==> config.mk <==
export PLATFORM = sky130hd
export DESIGN_NAME = bridge_adc_reader
export DESIGN_NICKNAME = d
export VERILOG_FILES = /design/src/rtl/brd_pkg.sv /design/src/rtl/brd_sync.sv /design/src/rtl/brd_ctrl.sv /design/src/rtl/brd_datapath.sv /design/src/rtl/bridge_adc_reader.sv
export SDC_FILE = /design/constraint.sdc
export NUM_CORES = 1
export LEC_CHECK = 0
export CAP_MARGIN = 25
export CELL_PAD_IN_SITES_DETAIL_PLACEMENT = 2
export CELL_PAD_IN_SITES_GLOBAL_PLACEMENT = 2
export CORE_MARGIN = 5
export CORE_UTILIZATION = 34
export CTS_BUF_LIST = sky130_fd_sc_hd__clkbuf_8
export CTS_CLUSTER_DIAMETER = 200
export CTS_CLUSTER_SIZE = 40
export DETAILED_ROUTE_END_ITERATION = 8
export PLACE_DENSITY_LB_ADDON = 0.1
export SLEW_MARGIN = 20
export SYNTH_ARGS = -nofsm -noshare
export SYNTH_HDL_FRONTEND = slang
export SYNTH_SLANG_ARGS = --single-unit
==> constraint.sdc <==
create_clock -name clk -period 2.5 [get_ports clk]
set_clock_uncertainty 0.15 [all_clocks]
set_input_delay 0.375 -clock clk [delete_from_list [all_inputs] [get_ports clk]]
set_output_delay 0.375 -clock clk [all_outputs]
set_load 0.01 [all_outputs]
==> src/rtl/brd_pkg.sv <==
package brd_pkg;

  typedef enum logic [1:0] {
    ST_IDLE,
    ST_HIGH,
    ST_LOW,
    ST_REARM
  } rdState_t;

  typedef struct packed {
    logic clear;  // start of a read: empty the shift register
    logic shift;  // capture one data bit
    logic done;   // last trailing pulse finished: publish
  } dpCtl_t;

  localparam int PULSE_W = 5;

  function automatic logic [PULSE_W-1:0] pulsesForMode(input logic [1:0] mode);
    case (mode)
      2'b01:   pulsesForMode = 5'd26;
      2'b10:   pulsesForMode = 5'd27;
      default: pulsesForMode = 5'd25;
    endcase
  endfunction

endpackage

==> src/rtl/brd_sync.sv <==
module brd_sync #(
  parameter int STAGES = 2
) (
  input  logic clk,
  input  logic rstN,
  input  logic dIn,
  output logic dOut
);

  logic [STAGES-1:0] pipe;

  always_ff @(posedge clk or negedge rstN) begin
    if (!rstN) begin
      pipe <= '1;
    end else begin
      pipe[0] <= dIn;
      for (int i = 1; i < STAGES; i++) begin
        pipe[i] <= pipe[i-1];
      end
    end
  end

  assign dOut = pipe[STAGES-1];

endmodule

==> src/rtl/brd_ctrl.sv <==
module brd_ctrl
  import brd_pkg::*;
#(
  parameter int HALF_PERIOD = 250,
  parameter int DATA_W      = 24
) (
  input  logic       clk,
  input  logic       rstN,
  input  logic       dataSync,
  input  logic [1:0] modeReq,
  output logic       serClk,
  output dpCtl_t     dpCtl
);

  localparam int CNT_W = (HALF_PERIOD > 1) ? $clog2(HALF_PERIOD) : 1;
  localparam logic [CNT_W-1:0] PHASE_LAST = CNT_W'(HALF_PERIOD - 1);
  localparam logic [PULSE_W-1:0] DATA_PULSES = PULSE_W'(DATA_W);

  rdState_t            state, nextState;
  logic [CNT_W-1:0]    phaseCnt;
  logic [PULSE_W-1:0]  pulseCnt;
  logic [PULSE_W-1:0]  pulseTarget;
  logic [1:0]          modeLatched;
  logic                phaseEnd;

  assign phaseEnd    = (phaseCnt == PHASE_LAST);
  assign pulseTarget = pulsesForMode(modeLatched);

  always_comb begin
    nextState = state;
    dpCtl     = '0;
    case (state)
      ST_IDLE: begin
        if (!dataSync) begin
          nextState   = ST_HIGH;
          dpCtl.clear = 1'b1;
        end
      end
      ST_HIGH: begin
        if (phaseEnd) begin
          nextState = ST_LOW;
          if (pulseCnt < DATA_PULSES) dpCtl.shift = 1'b1;
        end
      end
      ST_LOW: begin
        if (phaseEnd) begin
          if (pulseCnt == pulseTarget) begin
            nextState  = ST_REARM;
            dpCtl.done = 1'b1;
          end else begin
            nextState = ST_HIGH;
          end
        end
      end
      ST_REARM: begin
        if (dataSync) nextState = ST_IDLE;
      end
      default: nextState = ST_IDLE;
    endcase
  end

  always_ff @(posedge clk or negedge rstN) begin
    if (!rstN) begin
      state       <= ST_IDLE;
      serClk      <= 1'b0;
      phaseCnt    <= '0;
      pulseCnt    <= '0;
      modeLatched <= 2'b00;
    end else begin
      state  <= nextState;
      serClk <= (nextState == ST_HIGH);
      if (nextState != state) begin
        phaseCnt <= '0;
      end else if (state == ST_HIGH || state == ST_LOW) begin
        phaseCnt <= phaseCnt + 1'b1;
      end
      if (state == ST_IDLE && !dataSync) begin
        pulseCnt    <= '0;
        modeLatched <= modeReq;
      end else if (state == ST_HIGH && phaseEnd) begin
        pulseCnt <= pulseCnt + 1'b1;
      end
    end
  end

  // the clock stays low while waiting for a ready indication
  p_idle_quiet_r2: assert property (@(posedge clk) disable iff (!rstN)
    (state == ST_IDLE) |-> !serClk);

  // a high phase is not cut short
  p_high_len_r4: assert property (@(posedge clk) disable iff (!rstN)
    (state == ST_HIGH && !phaseEnd) |=> (state == ST_HIGH && serClk));

  // pulse count within the legal window
  p_pulse_bound_r5: assert property (@(posedge clk) disable iff (!rstN)
    dpCtl.done |-> (pulseCnt >= 5'd25 && pulseCnt <= 5'd27));

  // the latched mode holds for the whole read
  p_mode_hold_r9: assert property (@(posedge clk) disable iff (!rstN)
    (state != ST_IDLE && $past(state) != ST_IDLE) |-> $stable(modeLatched));

  // a low line after a read does not restart the clock
  p_rearm_r10: assert property (@(posedge clk) disable iff (!rstN)
    (state == ST_REARM && !dataSync) |=> (state == ST_REARM && !serClk));

endmodule

==> src/rtl/brd_datapath.sv <==
module brd_datapath
  import brd_pkg::*;
#(
  parameter int DATA_W = 24,
  parameter int EXT_W  = 32
) (
  input  logic              clk,
  input  logic              rstN,
  input  logic              dataSync,
  input  dpCtl_t            dpCtl,
  output logic [DATA_W-1:0] result,
  output logic [EXT_W-1:0]  resultExt,
  output logic              resultValid
);

  localparam int SHC_W = $clog2(DATA_W + 1);

  logic [DATA_W-1:0] shiftReg;
  logic [SHC_W-1:0]  shiftsSeen;

  always_ff @(posedge clk or negedge rstN) begin
    if (!rstN) begin
      shiftReg    <= '0;
      shiftsSeen  <= '0;
      result      <= '0;
      resultExt   <= '0;
      resultValid <= 1'b0;
    end else begin
      resultValid <= dpCtl.done;
      if (dpCtl.clear) begin
        shiftReg   <= '0;
        shiftsSeen <= '0;
      end else if (dpCtl.shift) begin
        shiftReg   <= {shiftReg[DATA_W-2:0], dataSync};
        shiftsSeen <= shiftsSeen + 1'b1;
      end
      if (dpCtl.done) begin
        result    <= shiftReg;
        resultExt <= {{(EXT_W-DATA_W){shiftReg[DATA_W-1]}}, shiftReg};
      end
    end
  end

  // exactly DATA_W bits captured before publishing
  p_shift_total_r6: assert property (@(posedge clk) disable iff (!rstN)
    dpCtl.done |-> (shiftsSeen == SHC_W'(DATA_W)));

  // the wide copy agrees with the narrow word
  p_sign_ext_r7: assert property (@(posedge clk) disable iff (!rstN)
    resultValid |-> (resultExt[DATA_W-1:0] == result &&
                     resultExt[EXT_W-1:DATA_W] == {(EXT_W-DATA_W){result[DATA_W-1]}}));

  // single-cycle strobe
  p_valid_single_r8: assert property (@(posedge clk) disable iff (!rstN)
    resultValid |=> !resultValid);

endmodule

==> src/rtl/bridge_adc_reader.sv <==
module bridge_adc_reader
  import brd_pkg::*;
#(
  parameter int HALF_PERIOD = 250,
  parameter int SYNC_STAGES = 2,
  parameter int DATA_W      = 24,
  parameter int EXT_W       = 32
) (
  input  logic              clk,
  input  logic              rstN,
  input  logic              adcData,
  input  logic [1:0]        modeReq,
  output logic              serClk,
  output logic [DATA_W-1:0] result,
  output logic [EXT_W-1:0]  resultExt,
  output logic              resultValid
);

  logic   dataSync;
  dpCtl_t dpCtl;

  brd_sync #(.STAGES(SYNC_STAGES)) uSync (
    .clk  (clk),
    .rstN (rstN),
    .dIn  (adcData),
    .dOut (dataSync)
  );

  brd_ctrl #(.HALF_PERIOD(HALF_PERIOD), .DATA_W(DATA_W)) uCtrl (
    .clk      (clk),
    .rstN     (rstN),
    .dataSync (dataSync),
    .modeReq  (modeReq),
    .serClk   (serClk),
    .dpCtl    (dpCtl)
  );

  brd_datapath #(.DATA_W(DATA_W), .EXT_W(EXT_W)) uData (
    .clk         (clk),
    .rstN        (rstN),
    .dataSync    (dataSync),
    .dpCtl       (dpCtl),
    .result      (result),
    .resultExt   (resultExt),
    .resultValid (resultValid)
  );

endmodule

Word level (Yosys, flattened, before mapping)
Index checks and enable logic that the tools add are counted.
Cells by class
  shift-type cells: 0
  eq/ne operators: 9
  bitwise logic cells: 0
  reduce and logical (&&, ||, !) cells: 8
  magnitude comparators: 1
  divide/modulo/power cells: 0
  multiplexer cells: 21
  add/subtract/negate cells: 2
  $mul: 0
Operators by type and width (count)
  $mux W24: 2
  $mux W8: 2
  $mux W2: 5
  $mux W5: 2
  $add A8 B1 Y8 const B: 1
  $eq A8 B8 Y1 const B: 1
  $mux W1: 8
  $pmux W2 S4: 1
  $eq A2 B1 Y1 const B: 3
  $eq A2 B2 Y1 const B: 3
  $reduce_bool A2 Y1: 3
  $add A5 B1 Y5 const B: 1
  $eq A5 B5 Y1: 1
  $lt A5 B5 Y1 const B: 1
  $pmux W2 S2: 1
  $logic_and A1 B1 Y1: 2
  $logic_not A2 Y1: 1
  $ne A2 B2 Y1: 1
  $logic_not A1 Y1: 1
  $logic_or A1 B1 Y1: 1
Word-level totals
  output and inout bits: 58
  register bits: 93
  logic and storage cells: 51
  latch bits: 0
  input bits: 5
  memories kept: 0
  RAM bits: 0
  memory bits (read-only): 0

Depth between registers and ports, before layout
Gate-level depths: netlist of run 1.
  depth in word-level cells: 8
  gate-level depth with buffers: 9
  gate-level depth less buffers: 7

Modules after synthesis
Synthesis of run 1 repeated with hierarchy kept, for this count alone.
Second synthesis, totals
  cell total of the unflattened synthesis: 277
  area total of the unflattened synthesis: 3390.8 sq um
By module, submodules not included
  brd_datapath: instances 1, area an instance 2238.4 sq um, sequential area each 1226.2 sq um, cells an instance 161
  brd_ctrl: instances 1, area an instance 1099.8 sq um, sequential area each 450.4 sq um, cells an instance 114
  brd_sync: instances 1, area an instance 52.6 sq um, sequential area each 52.6 sq um, cells an instance 2

Least setup slack after synthesis of run 1
No wires, ideal clock.
  path kind: register -> register
  from: reg uCtrl.state[0]
  to: reg uCtrl.phaseCnt[1]
  path slack: 0.237 ns
  arrival time: 2.002 ns
  library setup time: 0.111 ns
  data required time: 2.239 ns
  cell stages (with the launch flop): 8
  clock period less this slack: 2.263 ns
  buffers on the path: 0
  path through: dfrtp_1 inv_1 ha_1 nand2b_1 nor4_2 o211ai_2 a211o_2 a2111oi_2
On the way
  word-level cells in the longest chain between the ends: 4
  elaborated cells on any way between the ends: 13
  those cells by class: eq/ne: 4; mux: 6; reduce/logical: 3
RTL lines
  start, declared: RTL line brd_ctrl.sv:19  | rdState_t state, nextState;
  start signal, assigned: RTL line brd_ctrl.sv:70  | state <= nextState;
  $eq A2 B2 Y1, or another cell as far along: RTL line brd_ctrl.sv:32  | case (state)
  $pmux W2 S4: RTL line brd_ctrl.sv:32
  $ne A2 B2 Y1: RTL line brd_ctrl.sv:72  | if (nextState != state) begin
  $mux W8 / $reduce_bool A2 Y1 (equally long branches)
  end signal, assigned: RTL line brd_ctrl.sv:75  | phaseCnt <= phaseCnt + 1'b1;
  end, declared: RTL line brd_ctrl.sv:20  | logic [CNT_W-1:0] phaseCnt;
Several ways; a longest one is shown, not always the timed one.
A chain may end at the register's enable or synchronous reset.

Final worst setup path of run 1
  from: reg uCtrl.state[1]
  to: reg uCtrl.phaseCnt[1]
Same word-level chain as after synthesis.

==> flow_summary.ini, run 1 <==
[routing]
wl_met2_um = 4210
top_layer = met4
ant_nets = 0
wl_per_cell_um = 16.10
totalWireLength_um = 7680
viasPerCell = 4.723
drtIter0Drc = 31
drt-met1-wl_um = 3096
dr_wl_met3_um = 293
drc_errors = 0
via_count = 2253
firstDrtPassIters = 4

[yosys]
ys_warn_count = 0
netlist_area_um2 = 3224
syn_nets = 316
seq_area_frac_synth_pct = 53.63
avgSynthCellArea_um2 = 10.64
synth_cell_types = 32
synthCells = 303
ys_ff_latch = 69

[cells_and_area]
fill_cells = 979
drive_gt1_share_pct = 18.10
final_common_cell = dfrtp_1
synthToLayoutAreaGrowth_pct = 25.11
layout_common_cells = 67 x dfrtp_1, 61 x clkdlybuf4s50_1, 60 x nand2_1, 24 x mux2_2, 24 x a21oi_1
n_antenna_cell = 0
final_cells = 477
seq_area_um2 = 1729
multi_input_area_um2 = 1177
final_nets = 357

[floorplan]
die-area_um2 = 11530
row_count = 35
boundaryPins = 63
die_h_um = 107.4
start_util_pct = 34.90
core-area_um2 = 9240
dieWidth_um = 107.4

[pwr]
internal_power_w = 0.001688
combPwrFrac_pct = 1.8
clockPowerShare_pct = 46.0
peakVddDrop_mv = 0.2364
p_per_area_nw_per_um2 = 533.0
switching_share_pct = 21.48
pwr-share-seq_pct = 52.2
p_sw_w = 0.0004618
leakage_nw = 1.790

[sta]
period_needed_ns = 2.338
fin_setup_tns_ns = 0
maxSlewViolCount = 0
max_freq_mhz = 427.7
finalCritPeriodShare_pct = 93.51
worst_pin_slew_ns = 0.4314
hold_violations = 0
rsz0062_at_grt = false
relSlewSlack_pct = 71.24
setup_violations = 0

[critical_path]
cp-end-kind = register
cp_max_fo = 8
critPathKind = register to register
worstPathRequired_ns = 2.59
arrival_ns = 2.42
cp-start-kind = register

[clock_network]
cts-root-buf = clkbuf_8
cts_tree = built
cts_resized = 0
clockBufferDepth = 2
numCtsBuffers = 9
cts_sinks = 69
worstSkewPairLatency_ns = 0.34
path_clk_slew_ns = 0.07
cts_max_level = 3

[min_path]
holdCritPathClass = register to register

[placed_design]
dp.cells = 458
portBuffers = 62
place.gp.congestion = 0.7116
hpwl_um = 5208

[flow_run]
maxCapViolCount = 0

[global_routing]
grt_usage_pct = 14.08
grt_max_degree = 39
antenna_found_initial = 0
grt_overflow = 0
grt_pass1_vias = 2549
grt_pass1_wl_um = 12700

[status]
outcome = finished clean
-- area by class of cell --
cell class	instances	area share [%]
Clock buffer	9	3.071
Clock inverter	6	2.202
Inverter	6	0.5583
Multi-Input combinational cell	183	29.19
Sequential cell	69	42.87
Tap cell	129	4.001
Timing Repair Buffer	75	18.11
-- synth_stat cells --
library cell,number,area (µm²)
a211o_2,1,10.01
nor4_2,1,12.51
xor2_1,8,70.07
dfstp_2,2,52.55
o21ai_0,3,15.01
a2111oi_2,1,15.01
clkbuf_1,8,30.03
a21oi_1,24,120.1
nor2b_1,3,18.77
buf_4,33,247.7
ha_1,8,100.1
nand2_1,60,225.2
xnor2_1,5,43.79
o211ai_2,1,12.51
o221a_2,2,22.52
nor4_1,1,6.260
nor3_4,1,16.27
nor2_1,9,33.78
mux2_2,24,270.3
inv_1,6,22.52
nand3b_1,1,7.510
o22a_1,1,8.760
dfrtp_1,67,1677
nand4_1,6,37.54
nand3_1,4,20.02
and3_1,3,18.77
nand2_2,1,6.260
nor3_1,10,50.05
and2_1,2,12.51
a41oi_1,1,8.760
nand2b_1,2,12.51
buf_2,4,20.02
-- metrics by stage --
| stage | cell area (µm²) | utilization [%] | hold slack (ns) | power (W) | setup WS [ns] |
|---|---|---|---|---|---|
| after floorplan | 3224 | - | -0.07059 | 0.001149 | 0.2365 |
| after global placement | 3789 | 41.00 | 0.1980 | 0.001184 | 0.2294 |
| after detailed placement | 3789 | 41.00 | 0.1962 | 0.001185 | 0.1495 |
| after CTS | 4011 | 43.41 | 0.2104 | 0.002186 | 0.1250 |
| after global routing | 4034 | 43.66 | 0.2198 | 0.002249 | 0.006572 |
| final | 4034 | 43.66 | 0.2112 | 0.002150 | 0.1622 |
-- sequential cells by signal (all words and copies together) (netlist names) --
signal	count
uData.result	24
uData.shiftReg	24
uCtrl.phaseCnt	8
uCtrl.pulseCnt	5
uCtrl.modeLatched	2
uCtrl.state	2
uSync.pipe	2
uCtrl.serClk	1
uData.resultValid	1
-- metal layers --
metal	vias to the layer above	track usage, %
met5	-	0
met4	0	4.058
met3	7	3.899
met2	43	26.41
met1	1146	15.39
li1	1057	-
-- worst max-delay path, stage by stage (launching register included) --
cell	delay [ns]
dfrtp_1	0.44
inv_1	0.11
ha_1	0.24
inv_1	0.19
nor2_2	0.06
o221a_2	0.28
a211o_2	0.41
a2111oi_2	0.34
-- repair_timing --
action / 4_1_cts / 5_1_grt
endpoints found under the setup margin: 0 / 1
hold buffers: 1 / 0
hold endpoints to repair: 29 / 0
buffers inserted: 0 / 3
-- power groups by stage --
stage          Combinational, W  Clock [W]  Sequential, W
3_5_place_dp          0.0000404          0        0.00114
5_1_grt               0.0000458    0.00108        0.00112
2_1_floorplan        0.00000587          0        0.00114
3_3_place_gp          0.0000399          0        0.00114
4_1_cts               0.0000419    0.00102        0.00112
6_report              0.0000390   0.000988        0.00112
-- path summary, 6_finish.rpt --
| path | to | from | cells after the start | slack, ns |
|---|---|---|---|---|
| worst max-delay path | uCtrl.phaseCnt[1]$_DFFE_PN0P_ | uCtrl.state[1]$_DFF_PN0_ | 7 | 0.16 |
| worst min-delay path | uSync.pipe[1]$_DFF_PN1_ | uSync.pipe[0]$_DFF_PN1_ | 0 | 0.21 |
| worst max register to register | uCtrl.phaseCnt[1]$_DFFE_PN0P_ | uCtrl.state[1]$_DFF_PN0_ | 7 | 0.16 |
| worst min register to register | uSync.pipe[1]$_DFF_PN1_ | uSync.pipe[0]$_DFF_PN1_ | 0 | 0.21 |
| max in group asynchronous | uCtrl.pulseCnt[4]$_DFFE_PN0P_ | rstN | 3 | 1.29 |
| min in group asynchronous | uCtrl.state[0]$_DFF_PN0_ | rstN | 2 | 0.36 |
-- cells by family (layout without fill, tap and decap cells) --
group,Yosys count,in the layout,synth area share [%]
AOI/OAI and AO/OA,34,34,6.597
adders and majority gates,8,8,3.105
buffers and inverters,51,96,9.934
xor gates and xnor gates,13,13,3.531
and+or+nand+nor,104,104,14.82
DFF,69,69,53.63
muxes,24,24,8.382
No activity file was read; power rests on OpenSTA's default activity.
==> run 2: changes to the inputs <==
GPL_TIMING_DRIVEN = 1   (was not set)
==> results of run 2 <==
No change in the layout: final DEF, timing and power equal those of run 1.
==> run 3: changes to the inputs <==
RECOVER_POWER = 100   (was not set)
==> flow_summary.ini, run 3 (synthesis results as in run 1) <==
[status]
outcome = finished clean

[floorplan]
dieWidth_um = 107.4
boundaryPins = 63
row_count = 35
start_util_pct = 34.90
core-area_um2 = 9240
die_h_um = 107.4
die-area_um2 = 11530

[clock_network]
numCtsBuffers = 9
cts_tree = built
cts_max_level = 3
cts_resized = 0
worstSkewPairLatency_ns = 0.34
cts_sinks = 69
cts-root-buf = clkbuf_8
path_clk_slew_ns = 0.07
clockBufferDepth = 2

[pwr]
peakVddDrop_mv = 0.2362
p_sw_w = 0.0004630
internal_power_w = 0.001685
pwr-share-seq_pct = 52.3
clockPowerShare_pct = 46.1
p_per_area_nw_per_um2 = 535.4
combPwrFrac_pct = 1.6
switching_share_pct = 21.56
leakage_nw = 1.985

[global_routing]
grt_pass1_vias = 2549
grt_pass1_wl_um = 12700
antenna_found_initial = 0
grt.busiest_layer = met2
grt_max_degree = 39
grtUsageMet2_pct = 26.41
use_met3_pct = 3.899
grt_usage_pct = 14.08
grt_overflow = 0
grtUsageMet1_pct = 15.39

[routing]
firstDrtPassIters = 4
wl_per_cell_um = 16.06
drtIter0Drc = 61
drc_errors = 0
totalWireLength_um = 7659
via_count = 2271
viasPerCell = 4.761
ant_nets = 0

[cells_and_area]
top_regs = uData.result: 24 flops, uData.shiftReg: 24 flops, uCtrl.phaseCnt: 8 flops
final_common_cell = dfrtp_1
layout_common_cells = 67 x dfrtp_1, 60 x nand2_1, 60 x dlygate4sd3_1, 24 x mux2_2, 24 x a21oi_1
design_area_um2 = 4011
n_antenna_cell = 0
final_nets = 357
drive_gt1_share_pct = 17.82
synthToLayoutAreaGrowth_pct = 24.41

[critical_path]
cp_max_fo = 8
cp-start-kind = register
critPathKind = register to register
worstPathRequired_ns = 2.59
arrival_ns = 2.43
cp-end-kind = register

[sta]
relSlewSlack_pct = 43.80
setup_violations = 0
fin_setup_tns_ns = 0
maxSlewViolCount = 0
max_freq_mhz = 426.8
hold_slack_ns = 0.2112
worst_pin_slew_ns = 0.8430
period_needed_ns = 2.343
hold_violations = 0
rsz0062_at_grt = false
finalCritPeriodShare_pct = 93.72

[flow_run]
maxCapViolCount = 0

[placed_design]
place.gp.congestion = 0.7116
portBuffers = 62
placed_cell_area_um2 = 3789
hpwl_um = 5208

[min_path]
holdCritPathClass = register to register
run 3: cell types whose count changed in the layout (fill, tap and decap cells not counted):
cell / previous run / this run
buf_12: 1 / 0
buf_2: 0 / 1
dlygate4sd3_1: 1 / 60
nor2_1: 8 / 9
clkbuf_2: 0 / 2
clkdlybuf4s50_1: 61 / 2
clkbuf_4: 0 / 1
nor2_2: 1 / 0
buf_4: 12 / 9
run 3: what timing repair did:
action,in CTS,in global routing
buffers inserted,0,3
setup endpoints to repair,0,1
endpoints found under the hold margin,29,0
hold buffers,1,0
run 3: area by class of cell:
| class | instances | area (µm²) |
|---|---|---|
| clock inverter | 6 | 88.84 |
| fill | 983 | 5229 |
| inverter | 6 | 22.52 |
| sequential | 69 | 1729 |
| timing repair buffer | 75 | 710.7 |
| clock buffer | 9 | 123.9 |
| tap | 129 | 161.4 |
| multi-input combinational | 183 | 1175 |
run 3: path summary, 6_finish.rpt:
kind,start,to,slack [ns],cells after the start
worst max-delay path,uCtrl.state[1]$_DFF_PN0_,uCtrl.phaseCnt[1]$_DFFE_PN0P_,0.16,7
worst min-delay path,uSync.pipe[0]$_DFF_PN1_,uSync.pipe[1]$_DFF_PN1_,0.21,0
worst max register to register,uCtrl.state[1]$_DFF_PN0_,uCtrl.phaseCnt[1]$_DFFE_PN0P_,0.16,7
worst min register to register,uSync.pipe[0]$_DFF_PN1_,uSync.pipe[1]$_DFF_PN1_,0.21,0
max in group asynchronous,rstN,uData.shiftReg[15]$_DFFE_PN0P_,0.39,3
min in group asynchronous,rstN,uCtrl.state[0]$_DFF_PN0_,0.50,2
run 3: critical path, cell delays in order, from the launching register on:
cell	delay [ns]
dfrtp_1	0.43
inv_1	0.11
ha_1	0.24
inv_1	0.18
nor2_1	0.09
o221a_2	0.29
a211o_2	0.41
a2111oi_2	0.34
run 3: stage by stage:
step | std cells | power (W) | setup WS, ns | util [%]
3_5_place_dp | 458 | 0.001185 | 0.1495 | 41.00
2_1_floorplan | 303 | 0.001149 | 0.2365 | -
6_report | 477 | 0.002148 | 0.1570 | 43.41
4_1_cts | 474 | 0.002186 | 0.1250 | 43.41
5_1_grt | 477 | 0.002245 | 0.007512 | 43.41
3_3_place_gp | 458 | 0.001184 | 0.2294 | 41.00
run 3: power by group through the flow:
stage / combinational, W / sequential (W) / clock [W]
floorplan: 0.00000587 / 0.00114 / 0
global placement: 0.0000399 / 0.00114 / 0
detailed placement: 0.0000404 / 0.00114 / 0
CTS: 0.0000419 / 0.00112 / 0.00102
global route: 0.0000418 / 0.00112 / 0.00108
finish: 0.0000349 / 0.00112 / 0.000990
run 3: per-layer routing:
metal	up-vias	share of wire, %
met4	0	0.99
li1	1059	-
met5	-	0
met1	1166	40
met2	39	55
met3	7	3.8
